===== src/rtl/flash_wp_pkg.sv =====
package flash_wp_pkg;
  localparam int unsigned BP_W = 4;

  typedef struct packed {
    logic            wd;
    logic [BP_W-1:0] bp;
  } prot_status_t;
endpackage


===== src/rtl/flash_wp_sync.sv =====
module flash_wp_sync #(
  parameter int unsigned STAGES  = 2,
  parameter bit          RST_VAL = 1'b1
) (
  input  logic clk,
  input  logic rst_n,
  input  logic async_i,
  output logic sync_o
);
  logic [STAGES-1:0] chain_q;
  logic [STAGES-1:0] chain_d;

  always_comb begin
    chain_d = {chain_q[STAGES-2:0], async_i};
  end

  always_ff @(posedge clk or negedge rst_n) begin
    if (!rst_n) chain_q <= {STAGES{RST_VAL}};
    else        chain_q <= chain_d;
  end

  assign sync_o = chain_q[STAGES-1];
endmodule


===== src/rtl/flash_wp_hpm.sv =====
module flash_wp_hpm (
  input  logic clk,
  input  logic rst_n,
  input  logic wp_lvl_i,
  input  logic quad_i,
  input  logic wd_i,
  output logic hpm_o
);
  logic hpm_q, hpm_d;

  always_comb begin
    if (quad_i)     hpm_d = 1'b0;
    else if (hpm_q) hpm_d = !wp_lvl_i;
    else            hpm_d = wd_i && !wp_lvl_i;
  end

  always_ff @(posedge clk or negedge rst_n) begin
    if (!rst_n) hpm_q <= 1'b0;
    else        hpm_q <= hpm_d;
  end

  assign hpm_o = hpm_q;
endmodule


===== src/rtl/flash_wp_region.sv =====
module flash_wp_region #(
  parameter int unsigned ADDR_W    = 24,
  parameter int unsigned BP_W      = 4,
  parameter int unsigned FULL_CODE = 7
) (
  input  logic [ADDR_W-1:0] addr_i,
  input  logic [BP_W-1:0]   code_i,
  output logic              prot_o
);
  localparam int unsigned TOP_BITS = FULL_CODE - 1;

  logic [TOP_BITS-1:0] top_ones;
  int unsigned         need;

  // bit i of top_ones: address bit (ADDR_W-1-i) is set
  for (genvar i = 0; i < TOP_BITS; i++) begin : g_top
    assign top_ones[i] = addr_i[ADDR_W-1-i];
  end

  always_comb begin
    need   = FULL_CODE - int'(code_i);
    prot_o = 1'b0;
    if (int'(code_i) >= FULL_CODE) begin
      prot_o = 1'b1;
    end else if (code_i != '0) begin
      prot_o = 1'b1;
      for (int i = 0; i < TOP_BITS; i++) begin
        if (i < need && !top_ones[i]) prot_o = 1'b0;
      end
    end
  end
endmodule


===== src/rtl/flash_wp_ctrl.sv =====
module flash_wp_ctrl
  import flash_wp_pkg::*;
#(
  parameter int unsigned ADDR_W    = 24,
  parameter int unsigned FULL_CODE = 7
) (
  input  logic              clk,
  input  logic              rst_n,
  input  logic              wp_n_i,
  input  logic              quad_mode_i,
  input  logic              sr_wr_req_i,
  input  logic [BP_W:0]     sr_wr_data_i,
  input  logic              op_req_i,
  input  logic [ADDR_W-1:0] op_addr_i,
  output logic              hpm_o,
  output logic              sr_wr_done_o,
  output logic              sr_wr_ok_o,
  output logic              op_done_o,
  output logic              op_ok_o,
  output logic [BP_W-1:0]   status_bp_o,
  output logic              status_wd_o
);
  prot_status_t stat_q, stat_d;
  logic         wp_lvl;
  logic         hpm;
  logic         op_prot;
  logic         sr_grant;
  logic         sr_en;
  logic         sr_done_q, sr_ok_q, op_done_q, op_ok_q;
  logic         sr_done_d, sr_ok_d, op_done_d, op_ok_d;

  flash_wp_sync #(.STAGES(2), .RST_VAL(1'b1)) u_sync (
    .clk     (clk),
    .rst_n   (rst_n),
    .async_i (wp_n_i),
    .sync_o  (wp_lvl)
  );

  flash_wp_hpm u_hpm (
    .clk      (clk),
    .rst_n    (rst_n),
    .wp_lvl_i (wp_lvl),
    .quad_i   (quad_mode_i),
    .wd_i     (stat_q.wd),
    .hpm_o    (hpm)
  );

  flash_wp_region #(
    .ADDR_W    (ADDR_W),
    .BP_W      (BP_W),
    .FULL_CODE (FULL_CODE)
  ) u_region (
    .addr_i (op_addr_i),
    .code_i (stat_q.bp),
    .prot_o (op_prot)
  );

  always_comb begin
    sr_grant  = !hpm;
    sr_en     = sr_wr_req_i && sr_grant;
    stat_d    = stat_q;
    if (sr_en) stat_d = prot_status_t'(sr_wr_data_i);
    sr_done_d = sr_wr_req_i;
    sr_ok_d   = sr_en;
    op_done_d = op_req_i;
    op_ok_d   = op_req_i && !op_prot;
  end

  always_ff @(posedge clk or negedge rst_n) begin
    if (!rst_n) begin
      stat_q <= '0;
    end else if (sr_en) begin
      stat_q <= stat_d;
    end
  end

  always_ff @(posedge clk or negedge rst_n) begin
    if (!rst_n) begin
      sr_done_q <= 1'b0;
      sr_ok_q   <= 1'b0;
      op_done_q <= 1'b0;
      op_ok_q   <= 1'b0;
    end else begin
      sr_done_q <= sr_done_d;
      sr_ok_q   <= sr_ok_d;
      op_done_q <= op_done_d;
      op_ok_q   <= op_ok_d;
    end
  end

  assign hpm_o        = hpm;
  assign sr_wr_done_o = sr_done_q;
  assign sr_wr_ok_o   = sr_ok_q;
  assign op_done_o    = op_done_q;
  assign op_ok_o      = op_ok_q;
  assign status_bp_o  = stat_q.bp;
  assign status_wd_o  = stat_q.wd;
endmodule


===== config.mk =====
export PLATFORM = sky130hd
export DESIGN_NAME = flash_wp_ctrl
export DESIGN_NICKNAME = d
export VERILOG_FILES = /design/src/rtl/flash_wp_pkg.sv /design/src/rtl/flash_wp_sync.sv /design/src/rtl/flash_wp_hpm.sv /design/src/rtl/flash_wp_region.sv /design/src/rtl/flash_wp_ctrl.sv
export SDC_FILE = /design/constraint.sdc
export NUM_CORES = 1
export LEC_CHECK = 0
export CORE_MARGIN = 1.5
export CORE_UTILIZATION = 30
export DETAILED_ROUTE_END_ITERATION = 8
export GPL_TIMING_DRIVEN = 0
export PLACE_DENSITY_LB_ADDON = 0.05
export SLEW_MARGIN = 10
export SYNTH_ARGS = -nofsm -noshare
export SYNTH_HDL_FRONTEND = slang
export SYNTH_SLANG_ARGS = --single-unit

===== constraint.sdc =====
create_clock -name clk -period 2.05 [get_ports clk]
set_clock_uncertainty 0.05 [all_clocks]
set_input_delay 0.205 -clock clk [delete_from_list [all_inputs] [get_ports clk]]
set_output_delay 0.205 -clock clk [all_outputs]
set_load 0.02 [all_outputs]

# Word-level counts from Yosys, hierarchy flattened

Index checks and enable logic that the tools add are counted.

Add/subtract/negate cells: 1
$lt $le $gt $ge: 7
Mux-type cells: 10
Reduce and logical (&&, ||, !) cells: 19

Operators with widths:

| kind                                                              | number |
|---|---|
| less-than comparator 1 x 32 -> 1 bit, first input constant        | 2 |
| less-than comparator 2 x 32 -> 1 bit, first input constant        | 2 |
| less-than comparator 3 x 32 -> 1 bit, first input constant        | 2 |
| 2-to-1 mux 1 bit                                                  | 10 |
| logical AND 1 bit                                                 | 9 |
| zero test 1 bit                                                   | 9 |
| subtractor 3 x 4 -> 5 bit, first input constant                   | 1 |
| greater-or-equal comparator 4 x 3 -> 1 bit, second input constant | 1 |
| nonzero test 4 bit                                                | 1 |

Bits in registers: 12
Input bits: 35
Output and inout bits: 10

# Logic depth before layout (Yosys ltp)

Gate-level depths: netlist of the first run.

Depth in word-level cells: 13
Gate-level depth with buffers: 3
Gate-level depth less buffers: 3

# Cells and area by module

A second synthesis of the first run with hierarchy kept.

Cell total of the unflattened synthesis: 30
Area total of the unflattened synthesis: 470.5 um2

By module, submodules not included:

| module          | instances | cells each | area each (um2) |
|---|---|---|---|
| flash_wp_ctrl   | 1         | 17         | 331.6 |
| flash_wp_sync   | 1         | 2          | 52.6 |
| flash_wp_region | 1         | 8          | 47.5 |
| flash_wp_hpm    | 1         | 3          | 38.8 |

# Least setup slack after synthesis of the first run

No wires, ideal clock.

Kind: register to register
Start point: register u_hpm.hpm_q (netlist: u_hpm.hpm_o)
End point: register stat_q, in the netlist status_bp_o[0]
Data arrival time: 1.030 ns
Required time: 1.875 ns
Slack: 0.845 ns
Stages on the path, launching flop included: 4
Path buffers: 1
Cell sequence: dfrtp_1 nor2b_1 buf_6 mux2_4

Cells in the longest elaborated chain, start to end: 2

RTL lines:

| element                | RTL line            | text |
|---|---|---|
| from (decl)            | flash_wp_hpm.sv:9   | `logic hpm_q, hpm_d;` |
| from (signal assigned) | flash_wp_hpm.sv:19  | `else hpm_q <= hpm_d;` |
| zero test 1 bit        | flash_wp_ctrl.sv:59 | `sr_grant = !hpm;` |
| logical AND 1 bit      | flash_wp_ctrl.sv:60 | `sr_en = sr_wr_req_i && sr_grant;` |
| named net sr_en        | flash_wp_ctrl.sv:28 | `logic sr_en;` |
| to (signal assigned)   | flash_wp_ctrl.sv:73 | `stat_q <= stat_d;` |
| to (decl)              | flash_wp_ctrl.sv:23 | `prot_status_t stat_q, stat_d;` |

The timed path passes the listed nets, and every way through them passes these cells.
A chain may end at the register's enable or synchronous reset.

# Worst setup path after layout of the first run

Start point: register stat_q, in the netlist status_bp_o[2]
End point: output port status_bp_o[2]

RTL lines:

| element   | RTL line            | text |
|---|---|---|
| to (decl) | flash_wp_ctrl.sv:20 | `output logic [BP_W-1:0] status_bp_o,` |

No word-level cell between the ends.

==> results of run 1 <==
[state kept, by name, indices dropped and copies added (netlist names)]
signal / count
op_done_o: 1
op_ok_o: 1
sr_wr_done_o: 1
sr_wr_ok_o: 1
status_bp_o: 4
status_wd_o: 1
u_hpm.hpm_o: 1
u_sync.chain_q: 2
[Yosys cell counts, drive strengths merged]
library cell and number:
a21oi 2, a31oi 1, a41oi 1, buf 1, dfrtp 10, dfstp 2, mux2 5, nand2 2
nand2b 1, nor2 1, nor2b 1, nor3 1, o211ai 1, o21ai 1
[metal layers]
metal | vias to the layer above | part of all wire | wire, um
li1 | 166 | - | -
met1 | 173 | 0.40 | 395
met2 | 16 | 0.54 | 540
met3 | 2 | 0.044 | 44
met4 | 0 | 0.015 | 15
met5 | - | 0 | 0
[final cells by class]
class / count / area [um2]
plain buffers: 1 / 11.26
clock buffers: 4 / 26.28
fillers: 111 / 589.3
multi-input cells: 17 / 141.4
flip-flops and latches: 12 / 302.8
well taps: 15 / 18.77
repair buffers: 26 / 260.3
[where the power goes]
group          switching [mW]  total [mW]  internal (mW)
combinational          0.0601       0.152         0.0917
sequential             0.0177       0.278          0.261
clock                  0.0736       0.149         0.0752
total                   0.151       0.579          0.428
[through the flow]
| step | util | total power, mW | hold WS, ns |
|---|---|---|---|
| 2_1_floorplan | - | 0.3481 | -0.1406 |
| 3_3_place_gp | 0.5440 | 0.4304 | 0.2954 |
| 3_5_place_dp | 0.5440 | 0.4358 | 0.2975 |
| 4_1_cts | 0.5635 | 0.5892 | 0.2405 |
| 5_1_grt | 0.5635 | 0.6165 | 0.2562 |
| 6_report | 0.5635 | 0.5789 | 0.2225 |
[worst paths after layout]
| kind | start | slack, ns | cells past startpoint | to |
|---|---|---|---|---|
| max in group asynchronous | rst_n | 1.35 | 1 | u_sync.chain_q[0] |
| min in group clk | wp_n_i | 0.30 | 1 | u_sync.chain_q[0] |
| worst max register to register | u_hpm.hpm_o | 0.89 | 3 | status_bp_o[0] |
| worst min-delay path | rst_n | 0.22 | 1 | sr_wr_done_o |
| worst min register to register | u_sync.chain_q[0] | 0.31 | 0 | u_sync.chain_q[1] |
| worst max-delay path | status_bp_o[2] | 0.46 | 1 | status_bp_o[2] |
[kinds of logic (layout without fill, tap and decap cells)]
family | after synthesis | count (layout) | share of synthesized area
multiplexers | 5 | 5 | 0.1648
buffers and inverters | 1 | 31 | 0.02472
flip-flops | 12 | 12 | 0.6648
AO/OA/AOI/OAI | 6 | 6 | 0.08243
AND/OR/NAND/NOR | 6 | 6 | 0.06319
==> flow_summary.toml, run 1 <==
[run_status]
status = "finished clean"

[grt]
grt_util_all_layers = 0.1353
grt-ovfl-total = 0
antenna_found_initial = 0
gr-usage-met3 = 0.05217
first_global_vias = 397
top_usage_layer = "met2"
grt_max_degree = 13
grt_pass1_wl_um = 1731
grtUsageMet1 = 0.1475
grt_use_met2 = 0.2281

[synthesis]
ys_ff_latch = 12
avgSynthCellArea_um2 = 15.18
yosysWarningCount = 0
syn-cell-area_um2 = 455.4
synth_top_area_cell = "dfrtp_1"
syn-num-nets = 65
ys_types = 14
synth_top_area_share = 0.5495
ys_seq_area_frac = 0.6648
synth.area.top_cells = "dfrtp_1, mux2_4, dfstp_2"
syn_inst = 30

[clock_tree]
insertion_delay_ns = 0.27
cts_buffers = 3
cts_hold_buf = 0
cts_max_path_buffers = 2
cts_resized = 0
clk_pin_slew_ns = 0.08
root_buffer = "clkbuf_4"
cts_tree = "done"
post-cts-setup-buffer-count = 0
h-tree-depth = 1
clkSinkCount = 12

[critical_path]
critPathMaxFanout = 5
crit_path_end_kind = "primary output"
arrival_ns = 1.33
cp.required_ns = 1.79
timing.critical_path.buf_inv = 1
path_class = "flip-flop to primary output"
path_cells = "clkdlybuf4s50_1"
worstSetupStartpointType = "flip-flop"
max_stage_delay_ns = 0.64
critPathTopFamily = "buffers and inverters"
critPathSlowestCell = "clkdlybuf4s50_1"

[min_path]
hold_path_class = "primary input to async pin"

[final_layout]
layout_commonest_cell = "clkdlybuf4s50_1"
layout_common_cells = "clkdlybuf4s50_1, dfrtp_1, mux2_4"
nNetsFinal = 96
postLayoutCellArea_um2 = 760.7
finalNonFillerCells = 75
num_antenna_cells = 0
drive_gt1_frac = 0.1833
areaGrowthSynthToFinish_pct = 67.03

[die]
core_um2 = 1350
row_count = 13
die_w_um = 41.97
fp.dieH_um = 41.97
io_pins = 45
initial_core_util = 0.3373
design.die.area_um2 = 1761

[run]
cap_violations = 0

[place]
io_buffers = 26
placed_cell_area_um2 = 734.5
place_inst = 71
pre_cts_slack_ns = 0.5610
routabilityCongestion = 0.7202

[timing]
timing.final.ws_setup_ns = 0.4649
rsz0062_at_grt = "no"
finalSetupTns_ns = 0
post-route-min-period_ns = 1.585
max_slew_margin = 0.6521
hold_viol_final = 0
fmax_mhz = 630.9
finalSetupViolCount = 0
finalMaxSlewViolations = 0
period_share = 0.7732
worst_slew_pin_slew_ns = 0.5203

[power_and_ir_drop]
p_leak_nw = 0.3246
powerDensity_nw_per_um2 = 761.0
vdd_drop_max_v = 0.0003238

[routing]
via_per_inst = 4.760
antenna_left = 0
wire_per_inst_um = 13.28
drc = 0
initialDrtViolationCount = 7
drt_wl_total_um = 996
dr.pass1.iters = 2
num_vias = 357
Note: power is estimated with default switching activity, not from simulation.
==> inputs of run 2 (changes only) <==
- CORE_UTILIZATION: 30 -> 25
- clock period: 2.05 -> 1.3 ns (I/O delays scaled with it)
==> run 2 against run 1 <==
Sequential share of layout area down 0.58 points. First-iteration DRC count down 86%. Worst hold slack worse by 0.074 ns. Critical path type unchanged. Critical endpoint is now status_bp_o[0]. Largest cell class unchanged. Largest power group unchanged. Highest routed layer is now met3.
==> flow_summary.toml, run 2 (synthesis results as in run 1) <==
[clock_tree]
cts_tree = "done"
clkSinkCount = 12
insertion_delay_ns = 0.27
cts_max_path_buffers = 2
post-cts-setup-buffer-count = 0
clk_pin_slew_ns = 0.08
root_buffer = "clkbuf_4"
cts_buffers = 3
h-tree-depth = 1
cts_hold_buf = 0

[final_layout]
finalNonFillerCells = 85
multiInputGateArea_um2 = 141.4
fillCellCount = 168
num_antenna_cells = 0
drive_gt1_frac = 0.2000
final_util = 0.4471
areaGrowthSynthToFinish_pct = 69.51
postLayoutCellArea_um2 = 772.0
nNetsFinal = 96
seq_area_um2 = 302.8
layout_common_cells = "clkdlybuf4s50_1, dfrtp_1, dlygate4sd2_1"
layout_commonest_cell = "clkdlybuf4s50_1"
largest_reg_flops = 4

[die]
io_pins = 45
die_w_um = 45.68
design.die.area_um2 = 2087
core_um2 = 1727
fp.dieH_um = 45.68
initial_core_util = 0.2638
row_count = 15

[place]
place_inst = 81
placed_cell_area_um2 = 747.0
io_buffers = 26
pre_cts_slack_ns = -0.1001
routabilityCongestion = 0.7424

[routing]
antenna_left = 0
drc = 0
via_per_inst = 4.129
initialDrtViolationCount = 1
wire_per_inst_um = 11.46
num_vias = 351
drt_wl_total_um = 974
dr.pass1.iters = 2

[power_and_ir_drop]
power_mw = 0.9414
p_leak_nw = 0.3486
powerDensity_nw_per_um2 = 1219
vdd_drop_max_v = 0.0005690

[critical_path]
critPathTopFamily = "flip-flops"
max_stage_delay_ns = 0.43
crit_path_end_kind = "primary output"
path_cells = "clkdlybuf4s15_1"
worstSetupStartpointType = "flip-flop"
arrival_ns = 1.02
critPathMaxFanout = 5
critPathSlowestCell = "dfrtp_1"
cp.required_ns = 1.12
timing.critical_path.buf_inv = 1
path_class = "flip-flop to primary output"

[grt]
grt-ovfl-total = 0
grt_max_degree = 13
grt_util_all_layers = 0.1104
antenna_found_initial = 0
grt_pass1_wl_um = 1504
first_global_vias = 334

[timing]
period_share = 0.9243
post-route-min-period_ns = 1.202
max_slew_margin = 0.6549
finalMaxSlewViolations = 0
finalSetupViolCount = 0
timing.final.ws_setup_ns = 0.09836
fmax_mhz = 832.2
hold_viol_final = 0
rsz0062_at_grt = "no"
hold_ws_ns = 0.1486
worst_slew_pin_slew_ns = 0.5161
finalSetupTns_ns = 0

[run]
cap_violations = 0

[run_status]
status = "finished clean"

[min_path]
hold_path_class = "primary input to async pin"
[run 2: cell count changes in the layout (fill, tap and decap cells not counted)]
cell / before / now
clkdlybuf4s50_1: 26 / 16
dlygate4sd2_1: 0 / 9
clkbuf_1: 1 / 0
clkbuf_8: 0 / 1
clkdlybuf4s15_1: 0 / 1
[run 2: worst paths after layout]
kind | to | from | slack (ns) | cells past startpoint
min in group clk | u_sync.chain_q[0] | wp_n_i | 0.21 | 1
setup / recovery | status_bp_o[0] | status_bp_o[0] | 0.1 | 1
hold / removal | sr_wr_ok_o | rst_n | 0.15 | 1
max in group asynchronous | u_sync.chain_q[1] | rst_n | 0.68 | 1
setup reg to reg | status_bp_o[2] | u_hpm.hpm_o | 0.14 | 3
hold reg to reg | u_sync.chain_q[1] | u_sync.chain_q[0] | 0.32 | 0
[run 2: final cells by class]
type | instances | area share
buffer | 1 | 0.01459
sequential | 12 | 0.3922
clock buffer | 4 | 0.04700
multi-input combinational | 17 | 0.1831
timing repair buffer | 26 | 0.3225
tap | 25 | 0.04052
[run 2: metal layers]
metal	vias to the layer above	global-route usage	part of all wire
li1	168	-	-
met1	171	0.1194	0.42
met2	12	0.1634	0.51
met3	0	0.06349	0.067
met4	0	0.07059	0
met5	-	0	0
[run 2: power by group]
group / internal [mW] / switching (mW)
combinational: 0.122 / 0.0930
clock: 0.170 / 0.119
sequential: 0.411 / 0.0260
[run 2: what timing repair did]
| item | 4_1_cts | 5_1_grt |
|---|---|---|
| pin swaps | 0 | 0 |
| endpoints found under the hold margin | 0 | 0 |
| gates resized for setup | 10 | 1 |
| setup endpoints to repair | 10 | 1 |
==> inputs of run 3 (changes only) <==
- clock period: 1.3 -> 1 ns (I/O delays scaled with it)
==> run 3 against run 2 <==
Sequential power grew 30%. Routed wire length is 1.6% higher. Total power grew 28%. Final cell count grew 5.9%. Critical endpoint is now status_bp_o[1]. Die area is the same. Global-route usage decreased by 0.055 points. Non-clock buffer count increased by 5. Largest cell class unchanged. Critical path type is now flip-flop to flip-flop. The flow now finishes with violations (negative setup slack).
==> flow_summary.toml, run 3 (synthesis results as in run 1) <==
[die]
design.die.area_um2 = 2087
row_count = 15
io_pins = 45
fp.dieH_um = 45.68
core_um2 = 1727
die_w_um = 45.68
initial_core_util = 0.2638

[final_layout]
num_antenna_cells = 0
areaGrowthSynthToFinish_pct = 76.65
drive_gt1_frac = 0.4615
nNetsFinal = 101
final_util = 0.4659
largest_reg_flops = 4
postLayoutCellArea_um2 = 804.5
layout_commonest_cell = "clkdlybuf4s50_1"
layout_common_cells = "clkdlybuf4s50_1, dfrtp_1, buf_6, buf_2, mux2_4"

[run_status]
violations = "negative setup slack"
status = "finished with violations"

[grt]
grt_max_degree = 13
first_global_vias = 354
antenna_found_initial = 0
grt_util_all_layers = 0.1098
grt-ovfl-total = 0
grt_pass1_wl_um = 1518

[timing]
hold_viol_final = 0
period_share = 1.136
max_slew_margin = 0.6557
rsz0062_at_grt = "yes"
hold_ws_ns = 0.1273
finalMaxSlewViolations = 0
fmax_mhz = 880.5
finalSetupTns_ns = -0.7275
worst_slew_pin_slew_ns = 0.5148
timing.final.ws_setup_ns = -0.1358
finalSetupViolCount = 6
post-route-min-period_ns = 1.136

[critical_path]
arrival_ns = 1.23
crit_path_end_kind = "flip-flop"
timing.rr.start = "u_hpm.hpm_o"
startpoint = "u_hpm.hpm_o"
cp.required_ns = 1.09
worstSetupStartpointType = "flip-flop"
path_class = "flip-flop to flip-flop"
critPathMaxFanout = 6

[place]
io_buffers = 26
pre_cts_slack_ns = -0.3705
placed_cell_area_um2 = 748.2
routabilityCongestion = 0.7031

[min_path]
hold_path_class = "primary input to async pin"

[clock_tree]
cts_buffers = 3
root_buffer = "clkbuf_4"
h-tree-depth = 1
insertion_delay_ns = 0.26
cts_tree = "done"
cts_max_path_buffers = 2
clk_pin_slew_ns = 0.07
clkSinkCount = 12

[routing]
drt_wl_total_um = 990
via_per_inst = 4.111
wire_per_inst_um = 11.00
drc = 0
dr.pass1.iters = 2
num_vias = 370
antenna_left = 0
initialDrtViolationCount = 2

[power_and_ir_drop]
powerDensity_nw_per_um2 = 1495
vdd_drop_max_v = 0.0009038
p_leak_nw = 0.3622

[run]
cap_violations = 0
==> run 3: worst paths after layout <==
path	endpoint	slack, ns	cells past startpoint
max in group asynchronous	u_hpm.hpm_o	0.40	1
max reg2reg	status_bp_o[1]	-0.14	3
min in group clk	u_sync.chain_q[0]	0.20	1
max	status_bp_o[1]	-0.14	3
min reg2reg	u_sync.chain_q[1]	0.31	0
min	status_bp_o[0]	0.13	1
==> run 3: cell type report <==
type	count	area [um2]
Buffer	1	11.26
Clock buffer	4	26.28
Fill cell	165	922.1
Multi-Input combinational cell	17	155.1
Sequential cell	12	304.0
Tap cell	25	31.28
Timing Repair Buffer	31	276.5
==> run 3: through the flow <==
| step | cells | power, mW |
|---|---|---|
| 6_report | 90 | 1.203 |
| 3_3_place_gp | 81 | 0.8843 |
| 5_1_grt | 90 | 1.284 |
| 4_1_cts | 89 | 1.187 |
| 3_5_place_dp | 81 | 0.8923 |
| 2_1_floorplan | 30 | 0.7142 |
==> run 3: power breakdown <==
group | total, mW | internal [mW] | switching, mW
clock | 0.292 | 0.154 | 0.138
combinational | 0.344 | 0.205 | 0.139
sequential | 0.567 | 0.535 | 0.0324
total | 1.20 | 0.894 | 0.309
==> run 3: layer usage <==
| metal | vias to the layer above | wire length, um | GRT usage |
|---|---|---|---|
| met5 | - | 0 | 0 |
| met4 | 0 | 8 | 0.07059 |
| met3 | 2 | 53 | 0.03571 |
| met2 | 14 | 508 | 0.1718 |
| met1 | 177 | 419 | 0.1278 |
| li1 | 177 | - | - |
==> run 3: what timing repair did <==
action | in CTS | in global routing
setup buffers | 4 | 1
hold buffers | 0 | 0
gates resized for setup | 43 | 10
setup endpoints to repair | 15 | 11
pin swaps | 0 | 3
==> run 3: critical path, cell delays in order (launching register included) <==
cell	delay [ns]
dfrtp_2	0.41
nor2b_2	0.12
buf_6	0.14
mux2_4	0.30
